File: src/rtl/flash_erase_pkg.sv
package flash_erase_pkg;

  localparam logic [7:0] CMD_CLR_STAT = 8'h50;
  localparam logic [7:0] CMD_SETUP    = 8'h20;
  localparam logic [7:0] CMD_CONFIRM  = 8'hD0;
  localparam logic [7:0] CMD_SUSPEND  = 8'hB0;
  localparam logic [7:0] CMD_RD_STAT  = 8'h70;
  localparam logic [7:0] STAT_ERR_MSK = 8'h3A;

  typedef enum logic [2:0] {
    ERR_NONE    = 3'd0,
    ERR_SEQ     = 3'd1,
    ERR_PROT    = 3'd2,
    ERR_VLOW    = 3'd3,
    ERR_ERASE   = 3'd4,
    ERR_TIMEOUT = 3'd5,
    ERR_SUSP    = 3'd6
  } err_e;

  typedef enum logic [3:0] {
    ST_IDLE, ST_CLR, ST_SETUP, ST_CONF, ST_POLL,
    ST_SB0, ST_S70, ST_SPOLL, ST_SUSP,
    ST_RD0, ST_R70, ST_FIN, ST_CHK, ST_CLR2, ST_ST70
  } st_e;

endpackage

File: src/rtl/flash_erase_timer.sv
module flash_erase_timer #(
  parameter int unsigned TICK_CYC = 4,
  parameter int unsigned TK_W     = 5
) (
  input  logic            clk_i,
  input  logic            rst_ni,
  input  logic            restart_i,
  input  logic            run_i,
  input  logic [TK_W-1:0] limit_i,
  output logic            expired_o
);

  logic [TK_W-1:0] tick_q;
  logic            tick_adv;

  assign expired_o = (tick_q >= limit_i);

  generate
    if (TICK_CYC > 1) begin : g_prescale
      localparam int unsigned PRE_W = $clog2(TICK_CYC);
      logic [PRE_W-1:0] pre_q;
      assign tick_adv = run_i && !expired_o && (pre_q == PRE_W'(TICK_CYC - 1));
      always_ff @(posedge clk_i or negedge rst_ni) begin
        if (!rst_ni)                    pre_q <= '0;
        else if (restart_i || tick_adv) pre_q <= '0;
        else if (run_i && !expired_o)   pre_q <= pre_q + 1'b1;
      end
    end else begin : g_direct
      assign tick_adv = run_i && !expired_o;
    end
  endgenerate

  always_ff @(posedge clk_i or negedge rst_ni) begin
    if (!rst_ni)        tick_q <= '0;
    else if (restart_i) tick_q <= '0;
    else if (tick_adv)  tick_q <= tick_q + 1'b1;
  end

endmodule

File: src/rtl/flash_erase_decode.sv
module flash_erase_decode
  import flash_erase_pkg::*;
(
  input  logic [7:0] status_i,
  output err_e       code_o,
  output logic       clear_o
);

  assign clear_o = |(status_i & STAT_ERR_MSK);

  always_comb begin
    if (status_i[4] && status_i[5]) code_o = ERR_SEQ;
    else if (status_i[1])           code_o = ERR_PROT;
    else if (status_i[3])           code_o = ERR_VLOW;
    else if (status_i[5])           code_o = ERR_ERASE;
    else                            code_o = ERR_NONE;
  end

endmodule

File: src/rtl/flash_erase_ctrl.sv
module flash_erase_ctrl
  import flash_erase_pkg::*;
#(
  parameter int unsigned AW             = 16,
  parameter int unsigned TICK_CYC       = 4,
  parameter int unsigned ERASE_TO_TICKS = 20,
  parameter int unsigned SUSP_TO_TICKS  = 2,
  parameter int unsigned MAX_RETRY      = 3
) (
  input  logic          clk_i,
  input  logic          rst_ni,
  input  logic          erase_req_i,
  input  logic [AW-1:0] blk_addr_i,
  input  logic          suspend_req_i,
  input  logic          resume_req_i,
  input  logic [7:0]    flash_status_i,
  output logic          flash_wr_o,
  output logic          flash_rd_o,
  output logic [AW-1:0] flash_addr_o,
  output logic [7:0]    flash_data_o,
  output logic          busy_o,
  output logic          susp_o,
  output logic          done_o,
  output logic [2:0]    err_o
);

  localparam int unsigned MAX_TO = (ERASE_TO_TICKS > SUSP_TO_TICKS) ? ERASE_TO_TICKS : SUSP_TO_TICKS;
  localparam int unsigned TK_W   = $clog2(MAX_TO + 1);
  localparam int unsigned RT_W   = (MAX_RETRY > 0) ? $clog2(MAX_RETRY + 1) : 1;

  st_e             st_q;
  logic [AW-1:0]   addr_q;
  err_e            err_q, dec_q, dec_code, final_code;
  logic [RT_W-1:0] retry_q;
  logic            sfail_q, done_q;
  logic            dec_clear, t_restart, t_run, t_expired;
  logic [TK_W-1:0] t_limit;
  logic            unused_status;

  assign unused_status = ^{flash_status_i[6], flash_status_i[0]};

  flash_erase_decode u_decode (
    .status_i (flash_status_i),
    .code_o   (dec_code),
    .clear_o  (dec_clear)
  );

  assign t_restart = (st_q == ST_CONF) || (st_q == ST_S70) || (st_q == ST_R70);
  assign t_run     = (st_q == ST_POLL) || (st_q == ST_SPOLL);
  assign t_limit   = (st_q == ST_SPOLL) ? TK_W'(SUSP_TO_TICKS) : TK_W'(ERASE_TO_TICKS);

  flash_erase_timer #(.TICK_CYC(TICK_CYC), .TK_W(TK_W)) u_timer (
    .clk_i     (clk_i),
    .rst_ni    (rst_ni),
    .restart_i (t_restart),
    .run_i     (t_run),
    .limit_i   (t_limit),
    .expired_o (t_expired)
  );

  // command bus decode
  always_comb begin
    flash_wr_o   = 1'b1;
    flash_data_o = CMD_RD_STAT;
    unique case (st_q)
      ST_CLR, ST_CLR2: flash_data_o = CMD_CLR_STAT;
      ST_SETUP:        flash_data_o = CMD_SETUP;
      ST_CONF, ST_RD0: flash_data_o = CMD_CONFIRM;
      ST_SB0:          flash_data_o = CMD_SUSPEND;
      ST_S70, ST_R70, ST_FIN, ST_ST70: flash_data_o = CMD_RD_STAT;
      default:         flash_wr_o = 1'b0;
    endcase
  end

  assign flash_rd_o   = (st_q == ST_POLL) || (st_q == ST_SPOLL) || (st_q == ST_CHK);
  assign flash_addr_o = addr_q;
  assign busy_o       = (st_q != ST_IDLE);
  assign susp_o       = (st_q == ST_SUSP);
  assign done_o       = done_q;
  assign err_o        = err_q;

  // decoded error wins; otherwise an earlier suspend failure stays visible
  assign final_code = (dec_q != ERR_NONE) ? dec_q : (sfail_q ? ERR_SUSP : ERR_NONE);

  always_ff @(posedge clk_i or negedge rst_ni) begin
    if (!rst_ni) begin
      st_q    <= ST_IDLE;
      addr_q  <= '0;
      err_q   <= ERR_NONE;
      dec_q   <= ERR_NONE;
      retry_q <= '0;
      sfail_q <= 1'b0;
      done_q  <= 1'b0;
    end else begin
      done_q <= 1'b0;
      unique case (st_q)
        ST_IDLE: if (erase_req_i) begin
          st_q    <= ST_CLR;
          addr_q  <= blk_addr_i;
          err_q   <= ERR_NONE;
          dec_q   <= ERR_NONE;
          retry_q <= '0;
          sfail_q <= 1'b0;
        end
        ST_CLR:   st_q <= ST_SETUP;
        ST_SETUP: st_q <= ST_CONF;
        ST_CONF:  st_q <= ST_POLL;
        ST_POLL: begin
          if (flash_status_i[7])  st_q <= ST_FIN;
          else if (suspend_req_i) st_q <= ST_SB0;
          else if (t_expired) begin
            st_q   <= ST_IDLE;
            err_q  <= ERR_TIMEOUT;
            done_q <= 1'b1;
          end
        end
        ST_SB0: st_q <= ST_S70;
        ST_S70: st_q <= ST_SPOLL;
        ST_SPOLL: begin
          if (flash_status_i[7]) st_q <= ST_SUSP;
          else if (t_expired) begin
            st_q    <= ST_RD0;
            sfail_q <= 1'b1;
            err_q   <= ERR_SUSP;
          end
        end
        ST_SUSP: if (resume_req_i) st_q <= ST_RD0;
        ST_RD0:  st_q <= ST_R70;
        ST_R70:  st_q <= ST_POLL;
        ST_FIN:  st_q <= ST_CHK;
        ST_CHK: begin
          dec_q <= dec_code;
          if (dec_clear) st_q <= ST_CLR2;
          else begin
            st_q   <= ST_IDLE;
            err_q  <= sfail_q ? ERR_SUSP : ERR_NONE;
            done_q <= 1'b1;
          end
        end
        ST_CLR2: st_q <= ST_ST70;
        ST_ST70: begin
          if (dec_q == ERR_ERASE && retry_q < RT_W'(MAX_RETRY)) begin
            st_q    <= ST_CLR;
            retry_q <= retry_q + 1'b1;
            dec_q   <= ERR_NONE;
          end else begin
            st_q   <= ST_IDLE;
            err_q  <= final_code;
            done_q <= 1'b1;
          end
        end
        default: st_q <= ST_IDLE;
      endcase
    end
  end

endmodule

File: config.mk
export PLATFORM = sky130hd
export DESIGN_NAME = flash_erase_ctrl
export DESIGN_NICKNAME = d
export VERILOG_FILES = /design/src/rtl/flash_erase_pkg.sv /design/src/rtl/flash_erase_timer.sv /design/src/rtl/flash_erase_decode.sv /design/src/rtl/flash_erase_ctrl.sv
export SDC_FILE = /design/constraint.sdc
export NUM_CORES = 1
export LEC_CHECK = 0
export BUFFER_PORTS_ARGS = -buffer_cell sky130_fd_sc_hd__clkbuf_2
export CAP_MARGIN = 20
export CORE_UTILIZATION = 35
export CTS_CLUSTER_SIZE = 24
export DETAILED_ROUTE_END_ITERATION = 12
export GPL_ROUTABILITY_DRIVEN = 0
export PLACE_DENSITY = 0.57
export SYNTH_ARGS = -nofsm -noshare
export SYNTH_HDL_FRONTEND = slang
export SYNTH_HIERARCHICAL = 1
export SYNTH_SLANG_ARGS = --single-unit
export TNS_END_PERCENT = 100
File: constraint.sdc
create_clock -name clk_i -period 4.1 [get_ports clk_i]
set_input_delay 0.615 -clock clk_i [delete_from_list [all_inputs] [get_ports clk_i]]
set_output_delay 0.615 -clock clk_i [all_outputs]
set_load 0.02 [all_outputs]
Word-level counts from Yosys, hierarchy flattened
Index checks and enable logic that the tools add are counted.
{ "totals": {"regBits": 37, "out_inout_bits": 32, "wordCells": 119} }
{ "classes": {"n_addsub": 3, "magnitude_cmp": 2, "eq_ne": 28, "muxes": 47, "n_reduce_logical": 30} }
{ "op_table": {"columns": ["operator", "count"], "rows": [
  ["case mux 4 bit (14 select lines)", 1],
  ["two-way mux 3 bit", 15],
  ["two-way mux 4 bit", 8],
  ["case mux 8 bit (4 select lines)", 1],
  ["== test 4 bit, second input constant", 7],
  ["== test 4 x 3 -> 1 bit, second input constant", 4],
  ["inequality test 2 bit, second input constant", 8],
  ["two-way mux 5 bit", 3],
  ["case mux 3 bit (5 select lines)", 1],
  ["two-way mux 1 bit", 10],
  ["OR reduction 10 bit", 1],
  ["case mux 3 bit (3 select lines)", 1],
  ["AND reduction 9 bit", 1],
  ["== test 4 x 2 -> 1 bit, second input constant", 2],
  ["two-way mux 2 bit", 4],
  ["AND reduction 4 bit", 2],
  ["nonzero test 2 bit", 4],
  ["AND reduction 3 bit", 2],
  ["nonzero test 3 bit", 2],
  ["OR reduction 2 bit", 3],
  ["adder 5 x 1 -> 5 bit, second input constant", 1],
  ["greater-or-equal comparator 5 bit", 1],
  ["logical OR 1 bit", 5],
  ["nonzero test 5 bit", 1],
  ["17 further kinds", 22]
]} }

Logic depth before layout (Yosys ltp)
{ "logic_depth": {"word_depth": 8, "depth_mapped": 15} }

Modules after synthesis
Netlist, hierarchy kept.
{ "modules_own_cells": {"columns": ["module", "n_inst", "cells_per_inst", "area_each_um2", "seq_area_each_um2"], "rows": [
  ["flash_erase_ctrl", 1, 179, 1764.2, 750.7],
  ["flash_erase_timer", 1, 55, 518.0, 175.2],
  ["flash_erase_decode", 1, 6, 36.3, 0.0]
]} }

Worst setup path after synthesis
No wires, ideal clock.
{ "synth_timing": {"kind": "reg2reg", "startpoint": "register st_q[0]", "endpoint": "register err_q[0] (netlist: err_o[0])", "arrival_time_ns": 2.647, "t_required_ns": 3.975, "path_slack_ns": 1.328, "stages_incl_launch_ff": 16, "period_less_slack_ns": 2.772, "path_cell_list": "dfrtp_1 -> clkbuf_1 -> inv_1 -> nor2_1 -> nand2_1 -> inv_1 -> inv_1 -> ha_1 -> nand2_1 -> o21ai_0 -> nand3_1 -> nand2_1 -> nand4b_1 -> a21oi_1 -> o2111a_4 -> mux2_4"} }
{ "synth_via": {"elab_chain_cells": 5} }
{ "synth_rtl": {"columns": ["element", "line", "rtl"], "rows": [
  ["from (decl)", "flash_erase_ctrl.sv:31", "st_e st_q;"],
  ["from (signal assigned)", "flash_erase_ctrl.sv:87", "st_q <= ST_IDLE;"],
  ["from (signal assigned)", "flash_erase_ctrl.sv:98", "st_q <= ST_CLR;"],
  ["from (signal assigned)", "flash_erase_ctrl.sv:105", "ST_CLR: st_q <= ST_SETUP;"],
  ["== test 4 x 3 -> 1 bit *", "flash_erase_ctrl.sv:50", "assign t_limit = (st_q == ST_SPOLL) ? TK_W'(SUSP_TO_TICKS) : TK_W'(ERASE_TO_TICKS);"],
  ["two-way mux 5 bit *", "flash_erase_ctrl.sv:50", null],
  ["named net t_limit[2]", "flash_erase_ctrl.sv:37", "logic [TK_W-1:0] t_limit;"],
  ["greater-or-equal comparator 5 bit *", "flash_erase_timer.sv:16", "assign expired_o = (tick_q >= limit_i);"],
  ["named net t_expired", "flash_erase_ctrl.sv:36", "logic dec_clear, t_restart, t_run, t_expired;"],
  ["inequality test 2 x 1 -> 1 bit (no source line)", null, null],
  ["AND reduction 9 bit (no source line) *", null, null],
  ["to (signal assigned)", "flash_erase_ctrl.sv:136", "err_q <= sfail_q ? ERR_SUSP : ERR_NONE;"],
  ["to (signal assigned)", "flash_erase_ctrl.sv:148", "err_q <= final_code;"],
  ["to (decl)", "flash_erase_ctrl.sv:33", "err_e err_q, dec_q, dec_code, final_code;"]
]} }
The timed path passes the listed nets; every way through them passes the cells marked *.
A chain may end at the register's enable or synchronous reset.

Worst setup path in the final report
{ "layout_timing": {"startpoint": "register st_q[3]", "endpoint": "register st_q[3]"} }
{ "layout_via": {"elab_chain_cells": 5} }
{ "layout_rtl": {"columns": ["element", "line"], "rows": [
  ["== test 4 x 3 -> 1 bit *", "flash_erase_ctrl.sv:50"],
  ["two-way mux 5 bit *", "flash_erase_ctrl.sv:50"],
  ["named net t_limit[2]", "flash_erase_ctrl.sv:37"],
  ["greater-or-equal comparator 5 bit *", "flash_erase_timer.sv:16"],
  ["named net t_expired", "flash_erase_ctrl.sv:36"],
  ["inequality test 4 x 3 -> 1 bit (no source line) or inequality test 3 x 2 -> 1 bit (tied branches)", null],
  ["AND reduction 4 bit (no source line) *", null]
]} }
Marks and branches as above.

==> summary.txt <==
Finish
  • Share of post-route cells with drive strength above 1: 0.293
  • Antenna Diode Count: 0
  • Layout area overhead: 18.3%
  • Nets: 330
  • Most frequent cells in the layout: 53 x clkbuf_2, 37 x dfrtp_1, 17 x nand2_1
  • FILL cells: around 630
  • Final std cells w/o fill: about 370
  • Seq. cell area: about 930 um2
  • Multi-input gate area in the final layout: roughly 1200 um2
  • Leading cell type in the layout, fill and taps excluded: clkbuf_2

Synthesis
  • Main synth FF type: dfrtp_1
  • Post-synth EDFFs: 0
  • Syn_area_per_cell: slightly below 10 um2
  • Yosys cell types: 58
  • Total of warnings raised by yosys: 6
  • Synth Cell Area: about 2300 um2
  • Sequential area share after synthesis: 0.399
  • Synth Register Bits: 37
  • Ys async rst share: 1.00
  • Syn Inst Count: 240

STA
  • Max-Slew Margin vs Limit: 0.404
  • Slew of the pin with the lowest slew margin: between 0.8 and 0.9 ns
  • Fin. max-slew vios: 0
  • Final hold violation count: 0
  • RSZ-0062 raised after global routing: no
  • Setup_tns: 0 ns
  • Skew final: between 0.01 and 0.015 ns
  • # setup viols final: 0
  • Period utilisation layout: 0.735
  • Fmax: around 0.33 GHz
  • Crit path time final: 3.01 ns

Routing
  • Avg Vias per Cell: about 5.3
  • DRC: 0
  • Initial DRC count: just over 100
  • Via count: ~2000
  • Antenna-violating nets left: 0
  • Routed wire per std cell: 13.8 um
  • DR pass1 iterations: 5
  • Final wirelength: 5.14 mm

Floorplanning
  • Initial Utilization: 0.363
  • Die X: 83.4 um
  • Die Ht: between 80 and 90 um
  • Area of the die: about 7000 um2
  • Row count: 29
  • I/O pin cnt: between 60 and 70
  • Core box area: 6390 um2

Clock tree
  • Post-CTS Setup Repair Bufs: 0
  • Num CTS Buffers: 5
  • Root buffer cell: clkbuf_8
  • Clock transition at path regs: roughly 0.09 ns
  • H-tree levels: 2
  • CTS tree: done
  • Post-CTS resize count: 0
  • Bufs on Longest Clock Path: 2
  • Hold buffer count at CTS: 0
  • Clk sinks: 37
  • Skew-Pair Late Insertion Delay: around 0.3 ns

Flow run
  • Max cap viols: 0

Global routing
  • Remaining global-route overflow: 0
  • Number of global-route vias before repair: between 1500 and 2000
  • Initial antenna violation count: 0
  • GRT Util Overall: 0.159
  • First-pass GRT wire length: 8.93 mm
  • Largest net degree at the start of global routing: 38

Worst setup path
  • Crit path kind: reg2reg
  • Worst path max stage delay: ~0.7 ns
  • Slowest stage cell, crit path: a2111oi_1
  • Reg2Reg Depth: 12
  • Critical Path RT: 4.30 ns
  • Crit end category: register
  • Worst Path Max Fanout: 22
  • FF-to-FF Start: st_q[3]
  • CP arrival: 3.21 ns
  • Worst R2R Setup Slack: between 1 and 1.5 ns
  • Worst r2r dst: st_q[3]
  • CP delay by family, top: compound AO/OA/AOI/OAI gates
  • CP startpoint kind: register
  • CP Buf/Inv Count: 2
  • Critical path cell sequence: buf_4 -> nor2b_1 -> nand2_1 -> inv_1 -> ha_1 -> a21oi_1 -> o21ai_0 -> nand3_1 -> nand2_1 -> a2111oi_1 -> a21oi_1 -> a32o_1
  • Critical Path Stages: 12

Hold path
  • HP Class: in2async

Run status
  • Status: finished, final reports clean

Place
  • Port-buffer cells: 53
  • Dpl cells: approximately 360
  • HPWL after DPL: between 3 and 4 mm

Power and ir drop
  • Maximum VDD drop: 0.363 mV
  • Static leakage: about 0.0013 uW
  • Power per cell area: 711 nW/um2
-- power by group --
| part | internal (uW) | switching (uW) |
|---|---|---|
| clock network | 121 | 146 |
| registers | 505 | 73.2 |
| logic | 432 | 673 |
| total | 1060 | 893 |
-- how the worst max path moves through the flow --
stage,from,end,slack (ns)
2_1_floorplan,st_q[0],err_o[0],1.33
6_report,st_q[3],st_q[3],1.09
3_5_place_dp,st_q[3],st_q[3],1.17
4_1_cts,st_q[3],st_q[3],1.14
3_3_place_gp,st_q[3],st_q[3],1.18
5_1_grt,st_q[3],st_q[3],0.68
-- stage by stage --
stage               area [um2]  power, uW  setup slack [ns]  hold WS (ns)   util
global route              2740       2110             0.678         0.194  0.430
floorplan                 2340       1410              1.33         0.319      -
global placement          2630       1680              1.18         0.471  0.412
CTS                       2720       1970              1.14         0.500  0.427
detailed placement        2630       1690              1.17         0.480  0.412
finish                    2740       1950              1.09         0.182  0.430
-- state kept, by name (all words and copies together), names as in the netlist --
name	flops
dec_q	3
done_o	1
err_o	3
flash_addr_o	16
retry_q	2
sfail_q	1
st_q	4
u_timer/g_prescale.pre_q	2
u_timer/tick_q	5
-- final cells by class --
type                    count  area share
well taps                  77      0.0351
clock inverters             3     0.00775
repair buffers             59       0.118
flip-flops and latches     37       0.337
multi-input cells         174       0.455
clock buffers               5      0.0251
inverters                  16      0.0219
-- cells in the mapped netlist, types with 3 or more instances --
cell type,n,area [um2]
dfrtp_1,37,926
nand2_1,17,63.8
inv_1,16,60.1
a21oi_1,13,65.1
nor2_1,12,45.0
o21ai_0,11,55.1
clkbuf_1,10,37.5
mux2_1,10,113
mux2_2,10,113
ha_1,8,100
nand3_1,7,35.0
nand2b_1,6,37.5
nor2b_1,6,37.5
o211ai_1,6,45.0
buf_4,5,37.5
mux2i_1,5,50.1
nand4_1,4,25.0
a22o_1,3,26.3
o22ai_1,3,18.8
xnor2_1,3,26.3
-- layer usage --
metal	up-vias	part of all wire	GRT usage
met5	-	0	0
met4	0	0.0091	0.0502
met3	4	0.059	0.0467
met2	58	0.46	0.256
met1	926	0.47	0.206
li1	963	-	-
-- cells by family after synthesis --
family          after synthesis  share of synthesized area
mux                          26                      0.125
other cells                   1                    0.00162
buf+inv                      34                     0.0702
fa+ha+maj                     8                     0.0432
flops                        37                      0.399
xor+xnor                      3                     0.0113
compound gates               55                      0.161
simple gates                 76                      0.188
No activity file was read; power rests on OpenSTA's default activity.
